**config.mk**
```make
export PLATFORM = sky130hd
export DESIGN_NAME = mode_supervisor
export DESIGN_NICKNAME = d
export VERILOG_FILES = /design/src/rtl/modesup_pkg.sv /design/src/rtl/modesup_next.sv /design/src/rtl/modesup_decode.sv /design/src/rtl/mode_supervisor.sv
export SDC_FILE = /design/constraint.sdc
export NUM_CORES = 1
export LEC_CHECK = 0
export BUFFER_PORTS_ARGS = -buffer_cell sky130_fd_sc_hd__buf_2
export CAP_MARGIN = 20
export CORE_AREA = 2 2 39 41
export CTS_BUF_LIST = sky130_fd_sc_hd__clkbuf_4 sky130_fd_sc_hd__clkbuf_8 sky130_fd_sc_hd__clkbuf_16
export CTS_CLUSTER_DIAMETER = 30
export DETAILED_ROUTE_END_ITERATION = 8
export DIE_AREA = 0 0 41 43
export PLACE_DENSITY = 0.35
export SLEW_MARGIN = 20
export SYNTH_ARGS = -nofsm -noshare
export SYNTH_HDL_FRONTEND = slang
export SYNTH_HIERARCHICAL = 1
export SYNTH_SLANG_ARGS = --single-unit
export TNS_END_PERCENT = 1
```
**constraint.sdc**
```tcl
create_clock -name clk -period 2.55 [get_ports clk]
set_input_delay 0.1275 -clock clk [delete_from_list [all_inputs] [get_ports clk]]
set_output_delay 0.1275 -clock clk [all_outputs]
set_load 0.02 [all_outputs]
```
**src/rtl/modesup_pkg.sv**
```systemverilog
package modesup_pkg;
    localparam int NUM_MODES = 4;
    localparam int MODE_W    = $clog2(NUM_MODES);

    typedef enum logic [MODE_W-1:0] {
        MODE_COLD = 2'd0,
        MODE_HEAT = 2'd1,
        MODE_RUN  = 2'd2,
        MODE_TRIP = 2'd3
    } mode_e;

    typedef struct packed {
        logic temp_min_ok;
        logic temp_in_band;
        logic power_crit;
        logic inv_heat_ok;
        logic inv_run_ok;
        logic op_reset;
    } guard_t;
endpackage

```
**src/rtl/modesup_next.sv**
```systemverilog
module modesup_next
    import modesup_pkg::*;
(
    input  mode_e  cur,
    input  guard_t g,
    output mode_e  nxt
);
    always_comb begin
        nxt = cur;
        unique case (cur)
            MODE_COLD: nxt = g.temp_min_ok ? MODE_HEAT : MODE_COLD;
            MODE_HEAT: begin
                if (!g.inv_heat_ok)                       nxt = MODE_TRIP;
                else if (g.temp_in_band && g.power_crit)  nxt = MODE_RUN;
                else                                      nxt = MODE_HEAT;
            end
            MODE_RUN:  nxt = g.inv_run_ok ? MODE_RUN : MODE_TRIP;
            MODE_TRIP: nxt = g.op_reset ? MODE_COLD : MODE_TRIP;
            default:   nxt = MODE_COLD;
        endcase
    end
endmodule

```
**src/rtl/modesup_decode.sv**
```systemverilog
module modesup_decode
    import modesup_pkg::*;
(
    input  logic [MODE_W-1:0]    code,
    output logic [NUM_MODES-1:0] hot
);
    for (genvar i = 0; i < NUM_MODES; i++) begin : g_hot
        assign hot[i] = (code == MODE_W'(i));
    end
endmodule

```
**src/rtl/mode_supervisor.sv**
```systemverilog
module mode_supervisor
    import modesup_pkg::*;
(
    input  logic       clk,
    input  logic       rst,
    input  logic       temp_min_ok,
    input  logic       temp_in_band,
    input  logic       power_crit,
    input  logic       inv_heat_ok,
    input  logic       inv_run_ok,
    input  logic       op_reset,
    output logic [1:0] mode,
    output logic       in_shutdown,
    output logic       in_heatup,
    output logic       in_operation,
    output logic       in_trip,
    output logic       trip_pulse
);
    guard_t                g;
    mode_e                 mode_q, mode_d;
    logic                  pulse_q;
    logic [NUM_MODES-1:0]  hot;

    assign g = '{temp_min_ok:  temp_min_ok,
                 temp_in_band: temp_in_band,
                 power_crit:   power_crit,
                 inv_heat_ok:  inv_heat_ok,
                 inv_run_ok:   inv_run_ok,
                 op_reset:     op_reset};

    modesup_next u_next (.cur(mode_q), .g(g), .nxt(mode_d));

    // State register plus trip-entry strobe
    always_ff @(posedge clk) begin
        if (rst) begin
            mode_q  <= MODE_COLD;
            pulse_q <= 1'b0;
        end else begin
            mode_q  <= mode_d;
            pulse_q <= (mode_d == MODE_TRIP) && (mode_q != MODE_TRIP);
        end
    end

    modesup_decode u_dec (.code(mode_q), .hot(hot));

    // Output process
    always_comb begin
        mode         = mode_q;
        in_shutdown  = hot[MODE_COLD];
        in_heatup    = hot[MODE_HEAT];
        in_operation = hot[MODE_RUN];
        in_trip      = hot[MODE_TRIP];
        trip_pulse   = pulse_q;
    end

    assert_mode_known_R1: assert property (@(posedge clk) disable iff (rst)
        !$isunknown(mode));
    assert_reset_cold_R2: assert property (@(posedge clk)
        rst |=> (mode == 2'd0) && !trip_pulse);
    assert_warm_R3: assert property (@(posedge clk) disable iff (rst)
        (mode == 2'd0 && temp_min_ok) |=> mode == 2'd1);
    assert_cold_stay_R3: assert property (@(posedge clk) disable iff (rst)
        (mode == 2'd0 && !temp_min_ok) |=> mode == 2'd0);
    assert_golive_R4: assert property (@(posedge clk) disable iff (rst)
        (mode == 2'd1 && inv_heat_ok && temp_in_band && power_crit) |=> mode == 2'd2);
    assert_heat_trip_R5: assert property (@(posedge clk) disable iff (rst)
        (mode == 2'd1 && !inv_heat_ok) |=> mode == 2'd3);
    assert_heat_stay_R6: assert property (@(posedge clk) disable iff (rst)
        (mode == 2'd1 && inv_heat_ok && !(temp_in_band && power_crit)) |=> mode == 2'd1);
    assert_run_stay_R7: assert property (@(posedge clk) disable iff (rst)
        (mode == 2'd2 && inv_run_ok) |=> mode == 2'd2);
    assert_run_trip_R7: assert property (@(posedge clk) disable iff (rst)
        (mode == 2'd2 && !inv_run_ok) |=> mode == 2'd3);
    assert_trip_hold_R8: assert property (@(posedge clk) disable iff (rst)
        (mode == 2'd3 && !op_reset) |=> mode == 2'd3);
    assert_rearm_R8: assert property (@(posedge clk) disable iff (rst)
        (mode == 2'd3 && op_reset) |=> mode == 2'd0);
    assert_flags_onehot_R9: assert property (@(posedge clk) disable iff (rst)
        $countones({in_shutdown, in_heatup, in_operation, in_trip}) == 1);
    assert_flag_match_R9: assert property (@(posedge clk) disable iff (rst)
        in_trip == (mode == 2'd3) && in_shutdown == (mode == 2'd0));
    assert_pulse_entry_R11: assert property (@(posedge clk) disable iff (rst)
        (mode != 2'd3) ##1 (mode == 2'd3) |-> trip_pulse);
    assert_pulse_only_entry_R11: assert property (@(posedge clk) disable iff (rst)
        trip_pulse |-> (mode == 2'd3) && ($past(mode) != 2'd3));
endmodule

```
==> results of run 1 <==
layer usage:
metal / GRT usage / up-vias / share of wire
li1: - / 106 / -
met1: 0.0513 / 91 / 0.35
met2: 0.100 / 6 / 0.54
met3: 0.0524 / 0 / 0.11
met4: 0.0600 / 0 / 0
met5: 0 / - / 0
cell families after synthesis:
family | Yosys count | share of synthesized area
AOI/OAI and AO/OA | 4 | 0.167
DFF | 3 | 0.333
muxes | 1 | 0.0556
buffers and inverters | 1 | 0.0208
and+or+nand+nor | 11 | 0.424
state kept, by name (all words and copies together) (netlist names):
name and cells:
trip_pulse 1, mode 2
report_power, final:
part | internal [mW] | switching [mW]
logic | 0.0248 | 0.0271
clock network | 0.0690 | 0.0214
registers | 0.0517 | 0.00798
cell type report:
type                            instances  area [um^2]  area share
Multi-Input combinational cell         16          116       0.388
Timing Repair Buffer                   14         70.1       0.233
Sequential cell                         3         60.1       0.200
Clock buffer                            4         30.0       0.100
Tap cell                               16         20.0      0.0667
Inverter                                1         3.75      0.0125
synth_stat cells:
cell | instances | share of area
sky130_fd_sc_hd__and2b_2 | 2 | 0.097
sky130_fd_sc_hd__o21ai_2 | 1 | 0.049
sky130_fd_sc_hd__nor2b_4 | 1 | 0.076
sky130_fd_sc_hd__inv_1 | 1 | 0.021
sky130_fd_sc_hd__nor2b_1 | 1 | 0.035
sky130_fd_sc_hd__nand2_1 | 2 | 0.042
sky130_fd_sc_hd__and3_1 | 1 | 0.035
sky130_fd_sc_hd__nand4b_1 | 1 | 0.049
sky130_fd_sc_hd__nor2_1 | 1 | 0.021
sky130_fd_sc_hd__mux2i_1 | 1 | 0.056
sky130_fd_sc_hd__dfxtp_1 | 3 | 0.33
sky130_fd_sc_hd__and2_2 | 1 | 0.042
sky130_fd_sc_hd__a21bo_1 | 1 | 0.056
sky130_fd_sc_hd__a21oi_1 | 1 | 0.028
sky130_fd_sc_hd__nand3_1 | 1 | 0.028
sky130_fd_sc_hd__a31oi_1 | 1 | 0.035
stage by stage:
stage / hold WS [ps] / setup WS, ps / instances / cell area (um^2)
floorplan: 194 / 1310 / 20 / 180
global placement: 327 / 1370 / 50 / 270
detailed placement: 336 / 1350 / 50 / 270
CTS: 96.0 / 1300 / 54 / 300
global route: 105 / 1220 / 54 / 300
finish: 97.5 / 1310 / 54 / 300
worst paths after layout:
kind	start	end	slack (ps)	depth (start not counted)
max reg2reg	mode[1]$_SDFF_PP0_	trip_pulse$_SDFF_PP0_	1370	4
max	mode[1]$_SDFF_PP0_	in_heatup	1310	2
min	rst	mode[0]$_SDFF_PP0_	100	2
min reg2reg	mode[1]$_SDFF_PP0_	trip_pulse$_SDFF_PP0_	650	2
worst register-to-register path: cells and delay by family, from the launching register on:
kind / cells / cell delay [ps]
DFF: 1 / 480
and+or+nand+nor: 2 / 280
muxes: 1 / 260
AOI/OAI and AO/OA: 1 / 60
==> impl_metrics.csv, run 1 <==
group,metric,value,unit
clocking,clock_latency_reported_for_the_late_side_of_the_worst_skew_pair,230,ps
clocking,post_cts_buffers,0,
drt,avgRoutedWirePerCell,7.81,um
logic_synthesis,syn_area,180,um^2
setup_path,crit_path_end_kind,"output pin",
power_and_ir_drop,total_leakage_power,0.162,nW
min_path,timing.hold.worst.class,"in2reg",
setup_path,critical_path.max_stage_delay,480,ps
timing,slew_viol_final,0,
timing,report.final.hold_viol_count,0,
drt,post_drt_via_cell_ratio,3.76,
clocking,cts-hold-fix-buffers,0,
setup_path,worst-path-buf-inv,1,
setup_path,critical_path.top_delay_family,"flip-flops",
drt,post-route-drc-count,0,
clocking,number_of_sinks_driven_by_the_clock_tree,3,
final_layout,fillers,163,
global_route,grt_antenna_before_repair,0,
setup_path,critical_path_peak_fanout,11,
clocking,clkTransAtPathRegs,30,ps
drt,final_antenna_net_count,0,
setup_path,critical_path_class,"reg2out",
global_route,grt_use_total,0.0672,
placement,gp_congestion,0.643,
final_layout,area_delta_synth_final,66.7,%
clocking,cts_inserted_buffers,3,
logic_synthesis,yosysWarnings,6,
logic_synthesis,cells_after_synthesis,20,
setup_path,crit_path_cell_trace,"and2b_2, buf_2",
clocking,clk_root_buffer_cell,"sky130_fd_sc_hd__clkbuf_4",
timing,finalSetupViolations,0,
final_layout,antenna_cells_inserted,0,
logic_synthesis,synth.distinct_cells,16,
timing,fraction_of_the_cycle_the_final_worst_path_needs,0.486,
final_layout,layout_cells_sized_above_1,0.605,
die,fp.dieW,41,um
setup_path,critical_path.slowest_cell,"sky130_fd_sc_hd__dfxtp_1",
logic_synthesis,syn_area_per_cell,9.01,um^2
drt,detailedRoute.firstPassIterationCount,2,
power_and_ir_drop,p_total,0.202,mW
setup_path,worstPathRequired,2420,ps
final_layout,final_core_util,0.217,
die,fp.coreArea,1380,um^2
global_route,maximum_number_of_pins_on_one_net_before_global_route_repair,12,
timing,slew_headroom,0.800,
die,ioPinCount,15,
timing,fmax,806,MHz
logic_synthesis,synth_seq_cells,3,
clocking,clock_path_buffers,2,
timing,worst_slew_pin_slew,299,ps
timing,worst_clock_skew,1.45,ps
die,rows,14,
logic_synthesis,synthesis.nets,28,
final_layout,final_common_cell,"sky130_fd_sc_hd__buf_2",
clocking,post_cts.resized_instances,0,
drt,wirelength,422,um
setup_path,setup.worst_path.start_class,"flip-flop",
drt,route.vias.total,203,
setup_path,critical_path_at,1110,ps
timing,grt_setup_unrepaired,"no",
outcome,result_of_the_run,"finished, final reports clean",
clocking,cts_max_level,1,
placement,post-dp-hpwl,369,um
clocking,cts_tree,"built",
final_layout,net_count_final,47,
job,max_cap_violations,0,
global_route,globalRouteOverflowTotal,0,
die,die_area,1760,um^2
power_and_ir_drop,power.ir.vdd_worst,0.180,mV
power_and_ir_drop,p_per_area,673,nW/um^2
timing,fin_setup_tns,0,ps
logic_synthesis,synth_sequential_area_ratio,0.333,
global_route,via_count_of_the_first_global_routing_pass,200,
die,starting_density_of_the_core,0.130,
die,die_h,43,um
drt,initialDrtViolationCount,2,
placement,place.port_buffers,14,
timing,post-route-min-period,1240,ps
global_route,first_pass_grt_wire_length,738,um
final_layout,commonest_cells_after_routing_fill_and_taps_aside,"14 x sky130_fd_sc_hd__buf_2, 4 x sky130_fd_sc_hd__clkbuf_4, 3 x sky130_fd_sc_hd__dfxtp_1, 2 x sky130_fd_sc_hd__and2b_2, 2 x sky130_fd_sc_hd__nand2_1",
Note: power is estimated with default switching activity, not from simulation.
==> run 2: changes to the inputs <==
--- a/config.mk
+++ b/config.mk
@@ -12,7 +12,7 @@
 export CTS_CLUSTER_DIAMETER = 30
 export DETAILED_ROUTE_END_ITERATION = 8
 export DIE_AREA = 0 0 41 43
-export PLACE_DENSITY = 0.35
+export PLACE_DENSITY = 0.36
 export SLEW_MARGIN = 20
 export SYNTH_ARGS = -nofsm -noshare
 export SYNTH_HDL_FRONTEND = slang
==> constraint.sdc (replaced) <==
create_clock -name clk -period 1.06 [get_ports clk]
set_input_delay 0.053 -clock clk [delete_from_list [all_inputs] [get_ports clk]]
set_output_delay 0.053 -clock clk [all_outputs]
set_load 0.02 [all_outputs]
==> impl_metrics.csv, run 2 (synthesis results as in run 1) <==
group,metric,value,unit
outcome,result_of_the_run,"finished, violations left",
outcome,failing_checks,"negative setup slack",
global_route,globalRouteOverflowTotal,0,
clocking,cts_tree,"built",
min_path,timing.hold.worst.class,"in2reg",
clocking,clkTransAtPathRegs,30,ps
die,starting_density_of_the_core,0.130,
clocking,cts_max_level,1,
clocking,cts-hold-fix-buffers,0,
timing,slew_viol_final,0,
setup_path,critical_path.most_common_cell,"sky130_fd_sc_hd__buf_6",
global_route,grt_antenna_before_repair,0,
setup_path,worst-path-buf-inv,2,
clocking,clk_root_buffer_cell,"sky130_fd_sc_hd__clkbuf_4",
drt,detailedRoute.firstPassIterationCount,4,
setup_path,worst_r2r_path_depth,5,
clocking,clock_latency_reported_for_the_late_side_of_the_worst_skew_pair,230,ps
die,fp.coreArea,1380,um^2
power_and_ir_drop,power.ir.vdd_worst,0.398,mV
timing,post-route-min-period,1080,ps
final_layout,net_count_final,49,
setup_path,crit_path_cell_trace,"buf_6, and2b_2, buf_6",
die,fp.dieW,41,um
placement,place.port_buffers,14,
job,max_cap_violations,0,
drt,avgRoutedWirePerCell,8.48,um
setup_path,crit_path_end_kind,"output pin",
die,die_h,43,um
global_route,grt_use_total,0.0762,
setup_path,critical_path.max_stage_delay,350,ps
placement,gp_congestion,0.627,
global_route,maximum_number_of_pins_on_one_net_before_global_route_repair,11,
setup_path,critical_path.top_delay_family,"flip-flops",
die,ioPinCount,15,
die,rows,14,
setup_path,critical_path_class,"reg2out",
setup_path,critical_path.slowest_cell,"sky130_fd_sc_hd__dfxtp_4",
final_layout,number_of_flip_flops_in_the_largest_register,2,
setup_path,setup.worst_path.start_class,"flip-flop",
timing,fmax,924,MHz
setup_path,critical_path_at,1030,ps
final_layout,antenna_cells_inserted,0,
timing,fin_worst_hold_slack,11.1,ps
final_layout,area_delta_synth_final,91.7,%
global_route,via_count_of_the_first_global_routing_pass,226,
timing,worst_clock_skew,1.30,ps
setup_path,critical_path_peak_fanout,6,
timing,finalWorstSetupSlack,-22.5,ps
clocking,number_of_sinks_driven_by_the_clock_tree,3,
clocking,cts_inserted_buffers,3,
final_layout,commonest_cells_after_routing_fill_and_taps_aside,"10 x sky130_fd_sc_hd__buf_2, 4 x sky130_fd_sc_hd__clkbuf_4, 3 x sky130_fd_sc_hd__buf_4, 3 x sky130_fd_sc_hd__buf_6",
final_layout,final_common_cell,"sky130_fd_sc_hd__buf_2",
drt,final_antenna_net_count,0,
timing,finalSetupViolations,1,
min_path,hold-path-cell-count,2,
drt,post-route-drc-count,0,
timing,fraction_of_the_cycle_the_final_worst_path_needs,1.02,
setup_path,path_depth,3,
drt,wirelength,475,um
drt,post_drt_via_cell_ratio,4.05,
die,die_area,1760,um^2
final_layout,layoutNonFillerInstCount,56,
timing,fin_setup_tns,-22.5,ps
timing,slew_headroom,0.886,
timing,grt_setup_unrepaired,"yes",
global_route,first_pass_grt_wire_length,834,um
drt,initialDrtViolationCount,1,
clocking,clock_path_buffers,2,
drt,route.vias.total,227,
placement,dp.cells,51,
power_and_ir_drop,total_leakage_power,0.178,nW
final_layout,fillers,168,
setup_path,worstPathRequired,1010,ps
power_and_ir_drop,p_per_area,1520,nW/um^2
final_layout,layout_cells_sized_above_1,0.700,
timing,worst_slew_pin_slew,167,ps
timing,report.final.hold_viol_count,0,
-- run 2: cell types whose count changed in the layout (fill, tap and decap cells not counted) --
cell                      change
sky130_fd_sc_hd__a21oi_1      -1
sky130_fd_sc_hd__dfxtp_4      +1
sky130_fd_sc_hd__buf_4        +3
sky130_fd_sc_hd__buf_6        +3
sky130_fd_sc_hd__a21oi_2      +1
sky130_fd_sc_hd__buf_2        -4
sky130_fd_sc_hd__dfxtp_1      -2
sky130_fd_sc_hd__dfxtp_2      +1
-- run 2: power breakdown --
group,switching [mW],total (mW),leakage (nW),internal [mW]
registers,0.0165,0.142,0.0257,0.126
clock network,0.0563,0.223,0.0184,0.166
logic,0.0753,0.159,0.134,0.0838
-- run 2: final timing paths --
kind / from / slack [ps] / endpoint
setup / recovery: mode[1]$_SDFF_PP0_ / -20 / in_heatup
setup reg to reg: mode[1]$_SDFF_PP0_ / 0 / mode[1]$_SDFF_PP0_
hold / removal: rst / 10 / mode[0]$_SDFF_PP0_
hold reg to reg: mode[0]$_SDFF_PP0_ / 610 / trip_pulse$_SDFF_PP0_
-- run 2: cell type report --
type,count,area (um^2),share of cell area
Tap cell,16,20.0,0.0580
Timing Repair Buffer,16,106,0.308
Multi-Input combinational cell,16,120,0.348
Sequential cell,3,65.1,0.188
Inverter,1,3.75,0.0109
Clock buffer,4,30.0,0.0870
-- run 2: metal layers --
metal	wire [um]	vias up	part of all wire	GRT usage
met1	159	105	0.33	0.0513
met2	287	11	0.60	0.122
met3	28	0	0.059	0.0471
met5	0	-	0	0
li1	-	111	-	-
met4	0	0	0	0.0800
-- run 2: worst register-to-register path: stages, from the launching register on --
cell and delay, ps:
sky130_fd_sc_hd__dfxtp_4 350, sky130_fd_sc_hd__buf_6 120, sky130_fd_sc_hd__buf_4 130, sky130_fd_sc_hd__a21oi_2 90, sky130_fd_sc_hd__a31oi_1 60, sky130_fd_sc_hd__and2b_2 200
-- run 2: metrics by stage --
step	power (mW)	worst slack (ps)	utilization	cell area, um^2
floorplan	0.225	1.99	-	185
global placement	0.277	22.6	0.204	283
detailed placement	0.280	15.3	0.204	283
CTS	0.533	-37.1	0.241	334
global route	0.572	-78.4	0.250	345
finish	0.524	-22.5	0.250	345
-- run 2: what timing repair did --
| action | CTS | global route |
|---|---|---|
| pin swaps | 0 | 1 |
| endpoints found under the setup margin | 3 | 6 |
| resized for setup | 4 | 4 |
| setup buffers | 1 | 0 |
==> run 3: changes to the inputs <==
--- a/config.mk
+++ b/config.mk
@@ -12,7 +12,9 @@
 export CTS_CLUSTER_DIAMETER = 30
 export DETAILED_ROUTE_END_ITERATION = 8
 export DIE_AREA = 0 0 41 43
+export HOLD_SLACK_MARGIN = 0.08
 export PLACE_DENSITY = 0.36
+export SETUP_SLACK_MARGIN = 0.15
 export SLEW_MARGIN = 20
 export SYNTH_ARGS = -nofsm -noshare
 export SYNTH_HDL_FRONTEND = slang
==> impl_metrics.csv, run 3 (synthesis results as in run 1) <==
group,metric,value,unit
min_path,timing.hold.worst.class,"in2reg",
setup_path,critical_path_at,1030,ps
timing,fmax,924,MHz
job,max_cap_violations,0,
drt,detailedRoute.firstPassIterationCount,4,
die,rows,14,
timing,fraction_of_the_cycle_the_final_worst_path_needs,1.02,
global_route,maximum_number_of_pins_on_one_net_before_global_route_repair,11,
power_and_ir_drop,total_leakage_power,0.182,nW
final_layout,commonest_cells_after_routing_fill_and_taps_aside,"10 x sky130_fd_sc_hd__buf_2, 4 x sky130_fd_sc_hd__clkbuf_4, 3 x sky130_fd_sc_hd__buf_4, 3 x sky130_fd_sc_hd__buf_6",
outcome,failing_checks,"negative setup slack",
drt,post-route-drc-count,0,
power_and_ir_drop,power.ir.vdd_worst,0.399,mV
setup_path,critical_path.slowest_cell,"sky130_fd_sc_hd__dfxtp_4",
timing,report.final.hold_viol_count,0,
timing,finalSetupViolations,1,
drt,avgRoutedWirePerCell,8.30,um
setup_path,critical_path.most_common_cell,"sky130_fd_sc_hd__buf_6",
global_route,via_count_of_the_first_global_routing_pass,237,
setup_path,critical_path.max_stage_delay,350,ps
timing,grt_setup_unrepaired,"yes",
global_route,grt_use_total,0.0762,
placement,place.port_buffers,14,
clocking,cts_max_level,1,
setup_path,critical_path_class,"reg2out",
drt,post_drt_via_cell_ratio,4.09,
clocking,number_of_sinks_driven_by_the_clock_tree,3,
timing,slew_headroom,0.886,
final_layout,final_common_cell,"sky130_fd_sc_hd__buf_2",
die,fp.coreArea,1380,um^2
outcome,result_of_the_run,"finished, violations left",
power_and_ir_drop,p_total,0.527,mW
die,die_area,1760,um^2
global_route,first_pass_grt_wire_length,834,um
final_layout,layout_cells_sized_above_1,0.683,
setup_path,crit_path_end_kind,"output pin",
clocking,clkTransAtPathRegs,40,ps
clocking,cts_tree,"built",
setup_path,worstPathRequired,1010,ps
clocking,clock_path_buffers,2,
final_layout,net_count_final,50,
placement,gp_congestion,0.627,
setup_path,setup.worst_path.start_class,"flip-flop",
timing,finalWorstSetupSlack,-22.7,ps
global_route,globalRouteOverflowTotal,0,
clocking,cts_inserted_buffers,3,
timing,slew_viol_final,0,
setup_path,worst-r2r-setup-slack,10,ps
die,fp.dieW,41,um
setup_path,critical_path_peak_fanout,6,
final_layout,antenna_cells_inserted,0,
global_route,grt_antenna_before_repair,0,
timing,fin_worst_hold_slack,191,ps
final_layout,number_of_flip_flops_in_the_largest_register,2,
final_layout,area_delta_synth_final,98.6,%
die,starting_density_of_the_core,0.130,
drt,final_antenna_net_count,0,
timing,worst_clock_skew,1.12,ps
drt,initialDrtViolationCount,1,
timing,worst_slew_pin_slew,167,ps
die,ioPinCount,15,
clocking,clk_root_buffer_cell,"sky130_fd_sc_hd__clkbuf_4",
timing,post-route-min-period,1080,ps
die,die_h,43,um
clocking,clock_latency_reported_for_the_late_side_of_the_worst_skew_pair,230,ps
power_and_ir_drop,p_per_area,1470,nW/um^2
setup_path,crit_path_cell_trace,"buf_6, and2b_2, buf_6",
drt,wirelength,473,um
drt,route.vias.total,233,
run 3: cell types whose count changed in the layout (fill, tap and decap cells not counted), sizes merged:
cell / previous run / this run
dlygate4sd3: 0 / 1
run 3: area by class of cell:
cell class / count / area (um^2)
fill: 164 / 1030
multi-input combinational: 16 / 120
timing repair buffer: 17 / 116
sequential: 3 / 67.6
clock buffer: 4 / 30.0
tap: 16 / 20.0
inverter: 1 / 3.75
run 3: metrics by stage:
step | util | cells | setup slack (ps) | area [um^2] | setup TNS [ps]
2_1_floorplan | - | 20 | 1.99 | 185 | 0
6_report | 0.259 | 57 | -22.7 | 358 | -22.7
3_3_place_gp | 0.204 | 51 | 22.6 | 283 | 0
5_1_grt | 0.259 | 57 | -78.4 | 358 | -264
4_1_cts | 0.252 | 57 | -37.1 | 349 | -57.4
3_5_place_dp | 0.204 | 51 | 15.3 | 283 | 0
run 3: path summary, 6_finish.rpt:
path | startpoint | end | cells past startpoint
max | mode[1]$_SDFF_PP0_ | in_heatup | 3
min | op_reset | trip_pulse$_SDFF_PP0_ | 3
max reg2reg | mode[1]$_SDFF_PP0_ | mode[1]$_SDFF_PP0_ | 5
min reg2reg | mode[0]$_SDFF_PP0_ | trip_pulse$_SDFF_PP0_ | 2
run 3: worst max-delay path, delay by kind of cell (launching register included):
kind	cells	cell delay (ps)
DFF	1	350
buffers and inverters	2	240
and+or+nand+nor	1	210
run 3: report_power, final:
part / internal (mW) / switching [mW] / total, mW
Combinational: 0.0863 / 0.0757 / 0.162
Sequential: 0.125 / 0.0164 / 0.142
Clock: 0.166 / 0.0566 / 0.223
Total: 0.378 / 0.149 / 0.527
run 3: timing repair:
item                       4_1_cts  5_1_grt
hold buffers                     1        0
hold endpoints to repair         1        0
buffers inserted                 1        0
cloned                           0        0
pin swaps                        1        0
setup endpoints to repair        7        9
gates resized for setup          6        3
run 3: per-layer routing:
| metal | vias up | track usage | wire, um |
|---|---|---|---|
| met1 | 108 | 0.0449 | 158 |
| met4 | 0 | 0.0800 | 0 |
| met2 | 11 | 0.128 | 288 |
| li1 | 114 | - | - |
| met5 | - | 0 | 0 |
| met3 | 0 | 0.0471 | 26 |
